==> src/rtl/opm_pkg.sv <==
package opm_pkg;
  typedef enum logic [3:0] {
    K_NONE     = 4'd0,
    K_REG      = 4'd1,
    K_INDEXED  = 4'd2,
    K_SYMBOLIC = 4'd3,
    K_ABSOLUTE = 4'd4,
    K_INDIRECT = 4'd5,
    K_AUTOINC  = 4'd6,
    K_IMMED    = 4'd7,
    K_CONST    = 4'd8
  } opnd_kind_e;

  localparam int REG_PC = 0;
  localparam int REG_SP = 1;
  localparam int REG_SR = 2;
  localparam int REG_CG = 3;

  localparam int MAX_LEN = 3;
  localparam int MAX_CYC = 6;
endpackage

==> src/rtl/opm_src_decode.sv <==
module opm_src_decode
  import opm_pkg::*;
#(
  parameter int DATA_W = 16,
  parameter int BYTE_W = 8,
  parameter int REG_W  = 4
) (
  input  logic [REG_W-1:0]  reg_sel,
  input  logic [1:0]        mode,
  input  logic              byte_op,
  output opnd_kind_e        kind,
  output logic              ext,
  output logic [DATA_W-1:0] cval,
  output logic [1:0]        step
);
  localparam logic [DATA_W-1:0] ALL_ONES  = '1;
  localparam logic [DATA_W-1:0] BYTE_ONES = {{(DATA_W-BYTE_W){1'b0}}, {BYTE_W{1'b1}}};

  logic is_pc, is_sp, is_sr, is_cg;
  assign is_pc = (reg_sel == REG_W'(REG_PC));
  assign is_sp = (reg_sel == REG_W'(REG_SP));
  assign is_sr = (reg_sel == REG_W'(REG_SR));
  assign is_cg = (reg_sel == REG_W'(REG_CG));

  always_comb begin
    kind = K_REG;
    ext  = 1'b0;
    cval = '0;
    step = 2'd0;
    if (is_cg) begin
      kind = K_CONST;
      unique case (mode)
        2'b00: cval = '0;
        2'b01: cval = DATA_W'(1);
        2'b10: cval = DATA_W'(2);
        default: cval = byte_op ? BYTE_ONES : ALL_ONES;
      endcase
    end else begin
      unique case (mode)
        2'b00: kind = K_REG;
        2'b01: begin
          ext  = 1'b1;
          kind = is_pc ? K_SYMBOLIC : (is_sr ? K_ABSOLUTE : K_INDEXED);
        end
        2'b10: begin
          if (is_sr) begin
            kind = K_CONST;
            cval = DATA_W'(4);
          end else begin
            kind = K_INDIRECT;
          end
        end
        default: begin
          if (is_sr) begin
            kind = K_CONST;
            cval = DATA_W'(8);
          end else if (is_pc) begin
            kind = K_IMMED;
            ext  = 1'b1;
          end else begin
            kind = K_AUTOINC;
            step = (byte_op && !is_sp) ? 2'd1 : 2'd2;
          end
        end
      endcase
    end
  end
endmodule

==> src/rtl/opm_dst_decode.sv <==
module opm_dst_decode
  import opm_pkg::*;
#(
  parameter int REG_W = 4
) (
  input  logic [REG_W-1:0] reg_sel,
  input  logic             mode,
  input  logic             absent,
  output opnd_kind_e       kind,
  output logic             ext
);
  always_comb begin
    kind = K_NONE;
    ext  = 1'b0;
    if (!absent) begin
      if (!mode) begin
        kind = K_REG;
      end else begin
        ext = 1'b1;
        if (reg_sel == REG_W'(REG_PC))      kind = K_SYMBOLIC;
        else if (reg_sel == REG_W'(REG_SR)) kind = K_ABSOLUTE;
        else                                kind = K_INDEXED;
      end
    end
  end
endmodule

==> src/rtl/opm_cost.sv <==
module opm_cost
  import opm_pkg::*;
#(
  parameter int LEN_W = 2,
  parameter int CYC_W = 3
) (
  input  opnd_kind_e       src_kind,
  input  opnd_kind_e       dst_kind,
  input  logic             src_ext,
  input  logic             dst_ext,
  output logic [LEN_W-1:0] len_words,
  output logic [CYC_W-1:0] cycles
);
  logic [CYC_W-1:0] src_cost, dst_cost;

  always_comb begin
    unique case (src_kind)
      K_INDIRECT, K_AUTOINC, K_IMMED:    src_cost = CYC_W'(1);
      K_INDEXED, K_SYMBOLIC, K_ABSOLUTE: src_cost = CYC_W'(2);
      default:                           src_cost = '0;
    endcase
    unique case (dst_kind)
      K_INDEXED, K_SYMBOLIC, K_ABSOLUTE: dst_cost = CYC_W'(3);
      default:                           dst_cost = '0;
    endcase
  end

  assign len_words = LEN_W'(1) + LEN_W'(src_ext) + LEN_W'(dst_ext);
  assign cycles    = CYC_W'(1) + src_cost + dst_cost;
endmodule

==> src/rtl/opmode_decoder.sv <==
module opmode_decoder
  import opm_pkg::*;
#(
  parameter int DATA_W = 16,
  parameter int BYTE_W = 8,
  parameter int REG_W  = 4,
  localparam int LEN_W = $clog2(MAX_LEN + 1),
  localparam int CYC_W = $clog2(MAX_CYC + 1)
) (
  input  logic              clk,
  input  logic              rst,
  input  logic              in_valid,
  input  logic              single_op,
  input  logic              byte_op,
  input  logic [REG_W-1:0]  src_reg,
  input  logic [1:0]        src_mode,
  input  logic [REG_W-1:0]  dst_reg,
  input  logic              dst_mode,
  output logic              out_valid,
  output logic [3:0]        src_kind,
  output logic [3:0]        dst_kind,
  output logic [DATA_W-1:0] const_val,
  output logic              src_ext,
  output logic              dst_ext,
  output logic [1:0]        inc_step,
  output logic [LEN_W-1:0]  len_words,
  output logic [CYC_W-1:0]  cycles
);
  opnd_kind_e        s_kind_c, d_kind_c;
  logic              s_ext_c, d_ext_c;
  logic [DATA_W-1:0] cval_c;
  logic [1:0]        step_c;
  logic [LEN_W-1:0]  len_c;
  logic [CYC_W-1:0]  cyc_c;

  opm_src_decode #(.DATA_W(DATA_W), .BYTE_W(BYTE_W), .REG_W(REG_W)) u_src (
    .reg_sel(src_reg), .mode(src_mode), .byte_op(byte_op),
    .kind(s_kind_c), .ext(s_ext_c), .cval(cval_c), .step(step_c)
  );

  opm_dst_decode #(.REG_W(REG_W)) u_dst (
    .reg_sel(dst_reg), .mode(dst_mode), .absent(single_op),
    .kind(d_kind_c), .ext(d_ext_c)
  );

  opm_cost #(.LEN_W(LEN_W), .CYC_W(CYC_W)) u_cost (
    .src_kind(s_kind_c), .dst_kind(d_kind_c),
    .src_ext(s_ext_c), .dst_ext(d_ext_c),
    .len_words(len_c), .cycles(cyc_c)
  );

  always_ff @(posedge clk) begin
    if (rst) begin
      out_valid <= 1'b0;
      src_kind  <= '0;
      dst_kind  <= '0;
      const_val <= '0;
      src_ext   <= 1'b0;
      dst_ext   <= 1'b0;
      inc_step  <= '0;
      len_words <= '0;
      cycles    <= '0;
    end else begin
      out_valid <= in_valid;
      if (in_valid) begin
        src_kind  <= s_kind_c;
        dst_kind  <= d_kind_c;
        const_val <= cval_c;
        src_ext   <= s_ext_c;
        dst_ext   <= d_ext_c;
        inc_step  <= step_c;
        len_words <= len_c;
        cycles    <= cyc_c;
      end
    end
  end


  valid_follow_chk: assert property (@(posedge clk) disable iff (rst)
    out_valid |-> $past(in_valid));


  const_noext_chk: assert property (@(posedge clk) disable iff (rst)
    (out_valid && src_kind == 4'(K_CONST)) |-> !src_ext);


  step_kind_chk: assert property (@(posedge clk) disable iff (rst)
    (out_valid && inc_step != 2'd0) |-> src_kind == 4'(K_AUTOINC));


  dst_ext_chk: assert property (@(posedge clk) disable iff (rst)
    (out_valid && (dst_kind == 4'(K_INDEXED) || dst_kind == 4'(K_SYMBOLIC) ||
                   dst_kind == 4'(K_ABSOLUTE))) |-> dst_ext);


  cyc_len_chk: assert property (@(posedge clk) disable iff (rst)
    out_valid |-> (CYC_W'(len_words) <= cycles));


  nodst_chk: assert property (@(posedge clk) disable iff (rst)
    (out_valid && dst_kind == 4'(K_NONE)) |-> (!dst_ext && cycles <= CYC_W'(3)));
endmodule

==> config.mk <==
export PLATFORM = sky130hd
export DESIGN_NAME = opmode_decoder
export DESIGN_NICKNAME = d
export VERILOG_FILES = /design/src/rtl/opm_pkg.sv /design/src/rtl/opm_src_decode.sv /design/src/rtl/opm_dst_decode.sv /design/src/rtl/opm_cost.sv /design/src/rtl/opmode_decoder.sv
export SDC_FILE = /design/constraint.sdc
export NUM_CORES = 1
export LEC_CHECK = 0
export BUFFER_PORTS_ARGS = -buffer_cell sky130_fd_sc_hd__buf_4
export CAP_MARGIN = 0
export CORE_UTILIZATION = 35
export DETAILED_ROUTE_END_ITERATION = 10
export HOLD_SLACK_MARGIN = 0.15
export PLACE_DENSITY = 0.71
export SYNTH_ARGS = -nofsm -noshare
export SYNTH_HDL_FRONTEND = slang
export SYNTH_SLANG_ARGS = --single-unit
export TNS_END_PERCENT = 50
==> constraint.sdc <==
create_clock -name clk -period 2.5 [get_ports clk]
set_input_delay 0.5 -clock clk [delete_from_list [all_inputs] [get_ports clk]]
set_output_delay 0.5 -clock clk [all_outputs]
set_load 0.005 [all_outputs]
==> results of run 1 <==
final timing paths:
path | start | end | slack (ns) | depth (start not counted)
max | src_reg[3] | cycles[1] | 0.71 | 8
min | src_kind[1] | src_kind[1] | 0.47 | 2
max reg2reg | const_val[14] | const_val[14] | 1.71 | 2
min reg2reg | src_kind[1] | src_kind[1] | 0.47 | 2
placed cells by master (no fill, tap or decap), drive strengths merged, types with 2 or more instances in the layout:
cell type	Yosys	layout
a211oi	3	3
nand2	14	14
nand2b	2	2
buf	19	49
dfxtp	23	23
nor2	12	12
o31ai	2	2
nand4	2	2
mux2i	3	3
inv	4	4
or3	2	2
clkbuf	3	3
o21ba	2	2
a21oi	14	14
a311oi	2	2
ha	2	2
nand3	6	6
power by group through the flow:
stage	clock [W]	combinational (W)	sequential (W)
after global placement	0	0.000119	0.000398
after CTS	0.000177	0.000126	0.000390
after detailed placement	0	0.000125	0.000398
after floorplan	0	0.0000712	0.000399
final	0.000172	0.000125	0.000390
after global routing	0.000194	0.000138	0.000392
stage by stage:
step	total power, W	hold WS, ns	std cells	instance area [um2]
2_1_floorplan	0.000470	0.448	135	1160
3_3_place_gp	0.000517	0.450	206	1440
3_5_place_dp	0.000523	0.453	206	1440
4_1_cts	0.000693	0.467	210	1470
5_1_grt	0.000725	0.447	210	1470
6_report	0.000687	0.468	210	1470
state kept, by name, indices dropped and copies added, names as in the netlist:
name	count
inc_step	2
dst_ext	1
src_ext	1
src_kind	4
out_valid	1
dst_kind	3
len_words	2
cycles	3
const_val	6
synthesized netlist by cell type (2+ instances only):
library cell | number | area share
a211oi_1 | 3 | 0.019
a21oi_1 | 14 | 0.060
a311oi_1 | 2 | 0.015
buf_2 | 6 | 0.026
buf_4 | 12 | 0.078
clkbuf_1 | 3 | 0.0097
dfxtp_1 | 23 | 0.40
ha_1 | 2 | 0.022
inv_1 | 4 | 0.013
mux2i_1 | 3 | 0.026
nand2_1 | 14 | 0.045
nand3_1 | 6 | 0.026
nand4_1 | 2 | 0.011
nor2_1 | 12 | 0.039
o21ba_2 | 2 | 0.017
o31ai_1 | 2 | 0.013
or3_1 | 2 | 0.011
worst max-delay path: cells and delay by family:
| family | cells | cell delay (ns) |
|---|---|---|
| AND/OR/NAND/NOR | 3 | 0.58 |
| buffers and inverters | 2 | 0.19 |
| multiplexers | 1 | 0.14 |
| adder cells (fa/ha/maj) | 2 | 0.59 |
layout make-up:
| class | count | area (um2) |
|---|---|---|
| Tap cell | 44 | 55.1 |
| Timing Repair Buffer | 49 | 368 |
| Multi-Input combinational cell | 86 | 543 |
| Fill cell | 315 | 1630 |
| Clock inverter | 1 | 5.00 |
| Inverter | 4 | 15.0 |
| Clock buffer | 3 | 22.5 |
| Sequential cell | 23 | 460 |
per-layer routing:
metal,routed length [um],track usage,up-vias,part of all wire
met5,0,0,-,0
met3,200,0.0480,4,0.073
li1,-,-,518,-
met1,1180,0.201,503,0.43
met4,29,0.0399,0,0.011
met2,1340,0.274,52,0.49
cell families (layout without fill, tap and decap cells):
kind of cell / after synthesis / after routing / share of synthesized area
DFF: 23 / 23 / 0.397
muxes: 3 / 3 / 0.0259
and+or+nand+nor: 49 / 49 / 0.227
AOI/OAI and AO/OA: 29 / 29 / 0.165
adders and majority gates: 3 / 3 / 0.0388
xor gates and xnor gates: 1 / 1 / 0.00754
other: 1 / 1 / 0.00323
buffers and inverters: 26 / 57 / 0.136
==> impl_metrics.tcl, run 1 <==
set metrics [dict create \
    dp_slack_ns 0.367 \
    port_buffers 48 \
    hold_viol_final 0 \
    status "completed" \
    power.switching_w 0.000183 \
    grt_max_degree 28 \
    firstDrtPassIters 4 \
    slew_viol_final 0 \
    clock_power_share 0.251 \
    grt_first_pass_wirelength_mm 4.41 \
    synth-edff-count 0 \
    wl_per_cell_um 13.1 \
    tritoncts "yes" \
    netlist_area_mm2 0.00116 \
    yosys_most_used_dff "dfxtp_1" \
    yosysWarnings 0 \
    hpwl_mm 1.99 \
    crit_required_ns 2.72 \
    cts-htree-levels 1 \
    die_area_mm2 0.00355 \
    slowest_stage "fa_1" \
    first_iter_violations 22 \
    postCtsSetupBuffers 0 \
    fmax_mhz 559 \
    power_frac_comb 0.182 \
    die_x_um 59.6 \
    vias 1077 \
    cts_buffers 3 \
    syn_inst 135 \
    cts_hold_buf 0 \
    ios 50 \
    synth_fp_nets 154 \
    cts-resized-gates 0 \
    overflow 0 \
    p_leak_nw 0.633 \
    avgSynthCellArea_um2 8.60 \
    antenna_found_initial 0 \
    internal-power_w 0.000504 \
    finalSetupViolCount 0 \
    rows 20 \
    fin_tns_setup_ns 0 \
    cts.clk_slew.worst_paths_ns 0.13 \
    cts.sinks 23 \
    ctsRootBufferMaster "clkbuf_4" \
    crit_fanout 9 \
    worstSetupPathType "in -> reg" \
    ys_seq_elements 23 \
    critPathMaxStageDelay_ns 0.44 \
    final_util 0.473 \
    clock_skew_ns 0 \
    synthToLayoutAreaGrowth_pct 26.5 \
    clk_latency_ns 0.31 \
    vdd_drop_max_mv 0.336 \
    start_kind "input port" \
    fin_nets 186 \
    drive_above_1_share 0.355 \
    end_kind "flop" \
    maxCapViolCount 0 \
    powerDensity_mw_per_mm2 468 \
    switching_share 0.266 \
    fin_crit_sh 0.715 \
    path_cells "buf_4 > or3b_4 > nand2_1 > ha_1 > inv_1 > fa_1 > mux2i_1 > nor2_1" \
    final_antenna_net_count 0 \
    rsz0062_at_grt "no" \
    arrival_ns 2.00 \
    share_seq_of_total_power 0.567 \
    track_usage 0.162 \
    die_h_um 59.6 \
    yosysSeqAreaShare 0.397 \
    wirelength_mm 2.75 \
    ys_async_sr_fraction 0 \
    vias_per_cell 5.13 \
    min_period_ns 1.79 \
    start_util 0.374 \
    grt_pass1_vias 983 \
    coreArea_mm2 0.00310 \
    setup_ws_ns 0.712 \
    post-route-drc-count 0 \
    clk_path_buf_depth 2 \
    hold_class "reg -> reg" \
    place.gp.congestion 0.784 \
    diodes 0 \
    ys_types 40 \
]
Power figures use the tool's default switching activity.
==> inputs of run 2 (changes only) <==
==> constraint.sdc (replaced) <==
create_clock -name clk -period 1.8 [get_ports clk]
set_input_delay 0.36 -clock clk [delete_from_list [all_inputs] [get_ports clk]]
set_output_delay 0.36 -clock clk [all_outputs]
set_load 0.005 [all_outputs]
==> run 2 against run 1 <==
Effect of this change: sequential power grew 39%; clock power grew 39%; design area grew 4.4%; final cell count grew 2.9%; power grew 41%; die area is the same; critical path type unchanged; critical endpoint unchanged; flip-flop and latch count is the same; via count shrank 2.1%; non-clock buffer count grew 6; critical path depth is the same; highest routed layer unchanged; combinational power grew 50%.
==> impl_metrics.tcl, run 2 (same netlist as run 1, synthesis figures left out) <==
set metrics [dict create \
    track_usage 0.162 \
    finalSetupViolCount 0 \
    place.gp.congestion 0.871 \
    final_cell_mix "buf_4, dfxtp_1, a21oi_1" \
    vdd_drop_max_mv 0.385 \
    ios 50 \
    postCtsSetupBuffers 0 \
    drive_above_1_share 0.395 \
    wirelength_mm 2.75 \
    grt_pass1_vias 1028 \
    rows 20 \
    top_regs "const_val (6), src_kind (4)" \
    arrival_ns 1.76 \
    grt_first_pass_wirelength_mm 4.35 \
    fin_area_mm2 0.00153 \
    cts.clk_slew.worst_paths_ns 0.13 \
    cts_hold_buf 0 \
    post-route-drc-count 0 \
    hpwl_mm 2.04 \
    min_period_ns 1.55 \
    critPathMaxStageDelay_ns 0.46 \
    setup_ws_ns 0.249 \
    crit_required_ns 2.01 \
    synthToLayoutAreaGrowth_pct 32.1 \
    fmax_mhz 645 \
    antenna_found_initial 0 \
    crit_fanout 2 \
    tritoncts "yes" \
    dp.cells 212 \
    ctsRootBufferMaster "clkbuf_4" \
    rsz0062_at_grt "no" \
    cts-resized-gates 0 \
    final_common_cell "buf_4" \
    cts.sinks 23 \
    first_iter_violations 21 \
    start_util 0.374 \
    top_register "const_val" \
    dp_slack_ns -0.105 \
    fin_crit_sh 0.862 \
    port_buffers 48 \
    powerDensity_mw_per_mm2 631 \
    status "completed" \
    hold_class "in -> reg" \
    wl_per_cell_um 12.7 \
    largest_register_ffs 6 \
    die_area_mm2 0.00355 \
    p_leak_nw 0.664 \
    vias_per_cell 4.88 \
    placed_cell_area_mm2 0.00151 \
    clock_skew_ns 0 \
    fin_tns_setup_ns 0 \
    hold_viol_final 0 \
    die_x_um 59.6 \
    design_power_total_w 0.000967 \
    maxCapViolCount 0 \
    overflow 0 \
    vias 1054 \
    stdcell_count 216 \
    coreArea_mm2 0.00310 \
    clk_latency_ns 0.31 \
    clk_path_buf_depth 2 \
    die_h_um 59.6 \
    start_kind "input port" \
    grt_max_degree 28 \
    slew_viol_final 0 \
    cts-htree-levels 1 \
    slowest_stage "fa_1" \
    final_antenna_net_count 0 \
    cts_buffers 3 \
    diodes 0 \
    worstSetupPathType "in -> reg" \
    end_kind "flop" \
    fin_nets 192 \
    firstDrtPassIters 4 \
    path_cells "buf_4 > or3b_4 > nand2_4 > ha_4 > inv_2 > fa_1 > mux2i_1 > nor2_1" \
]
==> run 2: final cells by class <==
class | count | area (um2)
Clock buffer | 3 | 22.5
Fill cell | 306 | 1570
Timing Repair Buffer | 55 | 413
Inverter | 4 | 15.0
Clock inverter | 1 | 5.00
Tap cell | 44 | 55.1
Sequential cell | 23 | 460
Multi-Input combinational cell | 86 | 563
==> run 2: stage by stage <==
step | hold slack, ns | util
6_report | 0.326 | 0.494
5_1_grt | 0.324 | 0.494
4_1_cts | 0.317 | 0.494
3_5_place_dp | 0.458 | 0.485
3_3_place_gp | 0.453 | 0.485
2_1_floorplan | 0.438 | -
==> run 2: critical path, delay by kind of cell <==
family,cells,cell delay (ns)
adders and majority gates,2,0.58
buffers and inverters,2,0.14
and+or+nand+nor,3,0.53
muxes,1,0.14
==> run 2: report_power, final <==
part / switching [W] / internal (W)
Clock: 0.000156 / 0.0000831
Combinational: 0.0000899 / 0.0000967
Sequential: 0.0000114 / 0.000530
Total: 0.000257 / 0.000710
==> run 2: final timing paths <==
path                from           to  slack [ns]  depth (start not counted)
min reg2reg      src_ext      src_ext        0.48                          2
max reg2reg  src_kind[2]  src_kind[2]        1.02                          2
min            single_op  dst_kind[0]        0.33                          3
max           src_reg[2]    cycles[1]        0.25                          8
==> run 2: per-layer routing <==
layer,part of all wire,routed length (um),track usage
met1,0.45,1240,0.181
met2,0.48,1310,0.284
met3,0.052,142,0.0415
met4,0.021,57,0.0797
met5,0,0,0
==> inputs of run 3 (changes only) <==
==> constraint.sdc (replaced) <==
create_clock -name clk -period 1.6 [get_ports clk]
set_input_delay 0.32 -clock clk [delete_from_list [all_inputs] [get_ports clk]]
set_output_delay 0.32 -clock clk [all_outputs]
set_load 0.005 [all_outputs]
==> run 3 against run 2 <==
Effect of this change: via count shrank 1.0%; sequential power grew 12%; core utilization is essentially flat; non-clock buffer count is the same; clock skew is the same; routed wire length shrank 3.2%; final cell count is the same; largest power group unchanged; critical path depth is the same; largest cell class unchanged; register-to-register slack lost 0.21 ns.
==> impl_metrics.tcl, run 3 (same netlist as run 1, synthesis figures left out) <==
set metrics [dict create \
    status "completed" \
    grt_pass1_vias 998 \
    port_buffers 48 \
    crit_required_ns 1.83 \
    maxCapViolCount 0 \
    vias 1043 \
    seq_area_um2 460 \
    die_h_um 59.6 \
    top_regs "const_val (6), src_kind (4)" \
    first_iter_violations 24 \
    hold_class "in -> reg" \
    worstSetupPathType "in -> reg" \
    clock_skew_ns 0 \
    die_x_um 59.6 \
    powerDensity_mw_per_mm2 715 \
    start_util 0.374 \
    cts_buffers 3 \
    setup_ws_ns 0.0714 \
    finalSetupViolCount 0 \
    arrival_ns 1.75 \
    share_seq_of_total_power 0.556 \
    fin_tns_setup_ns 0 \
    switching_share 0.266 \
    post-route-drc-count 0 \
    start_kind "input port" \
    ios 50 \
    synthToLayoutAreaGrowth_pct 32.0 \
    vdd_drop_max_mv 0.364 \
    slew_viol_final 0 \
    placed_cell_area_mm2 0.00151 \
    reg2reg_depth 2 \
    rows 20 \
    cts.sinks 23 \
    min_period_ns 1.53 \
    fin_nets 192 \
    power_frac_comb 0.192 \
    antenna_found_initial 0 \
    internal-power_w 0.000804 \
    rsz0062_at_grt "no" \
    hold_depth 3 \
    coreArea_mm2 0.00310 \
    p_leak_nw 0.662 \
    design_power_total_w 0.00110 \
    final_common_cell "buf_4" \
    final_cell_mix "buf_4, dfxtp_1, a21oi_1" \
    cts.clk_slew.worst_paths_ns 0.13 \
    dp_slack_ns -0.272 \
    fmax_mhz 654 \
    clk_latency_ns 0.31 \
    ctsRootBufferMaster "clkbuf_4" \
    hold_viol_final 0 \
    clock_power_share 0.252 \
    firstDrtPassIters 3 \
    cts_hold_buf 0 \
    wl_per_cell_um 12.3 \
    track_usage 0.160 \
    r2r_slack_ns 0.81 \
    r2r-start "src_kind[2]" \
    hpwl_mm 1.97 \
    diodes 0 \
    largest_register_ffs 6 \
    final_antenna_net_count 0 \
    grt_first_pass_wirelength_mm 4.26 \
    clk_path_buf_depth 2 \
    fillers 318 \
    multiInputGateArea_um2 563 \
    worstHoldStart "single_op" \
    crit_fanout 4 \
    cts-htree-levels 1 \
    die_area_mm2 0.00355 \
    postCtsSetupBuffers 0 \
    wirelength_mm 2.66 \
    place.gp.congestion 0.864 \
    power.switching_w 0.000292 \
    drive_above_1_share 0.390 \
    grt_max_degree 28 \
    overflow 0 \
    fin_area_mm2 0.00153 \
    vias_per_cell 4.83 \
    end_kind "flop" \
    cts-resized-gates 0 \
    cp-startpoint "src_reg[2]" \
    top_register "const_val" \
    fin_crit_sh 0.955 \
    tritoncts "yes" \
]
-- run 3: cell count changes in the layout (fill, tap and decap cells not counted) --
cell,change
clkbuf_1,+1
clkinv_2,-1
-- run 3: power groups by stage --
stage                     clock network [W]  registers (W)  logic (W)
final                              0.000276       0.000609   0.000211
after global routing               0.000310       0.000612   0.000234
after CTS                          0.000281       0.000609   0.000211
after detailed placement                  0       0.000621   0.000210
after global placement                    0       0.000621   0.000202
after floorplan                           0       0.000623   0.000119
-- run 3: worst paths after layout --
kind	endpoint
setup / recovery	cycles[1]
hold / removal	dst_kind[0]
setup reg to reg	src_kind[2]
hold reg to reg	src_kind[1]
-- run 3: cell type report --
| class | count | area share |
|---|---|---|
| inverters | 4 | 0.00980 |
| well taps | 44 | 0.0359 |
| multi-input cells | 86 | 0.367 |
| flip-flops and latches | 23 | 0.300 |
| clock buffers | 4 | 0.0171 |
| repair buffers | 55 | 0.269 |
-- run 3: critical path: stages --
cell and delay [ns]:
buf_4 0.11, or3b_4 0.42, nand2_4 0.08, ha_4 0.12, inv_2 0.03, fa_1 0.47
mux2i_1 0.14, nor2_1 0.05
-- run 3: per-layer routing --
layer,global-route usage,wire length [um],share of wire,vias to the layer above
met1,0.196,1180,0.44,478
li1,-,-,-,529
met4,0.0731,34,0.013,0
met5,0,0,0,-
met2,0.268,1290,0.49,33
met3,0.0306,152,0.057,3
-- run 3: stage by stage --
step                      instances  hold WS (ns)  utilization
final                           216         0.266        0.494
after global routing            216         0.278        0.494
after CTS                       216         0.264        0.494
after detailed placement        212         0.452        0.485
after global placement          212         0.451        0.485
after floorplan                 135         0.398            -
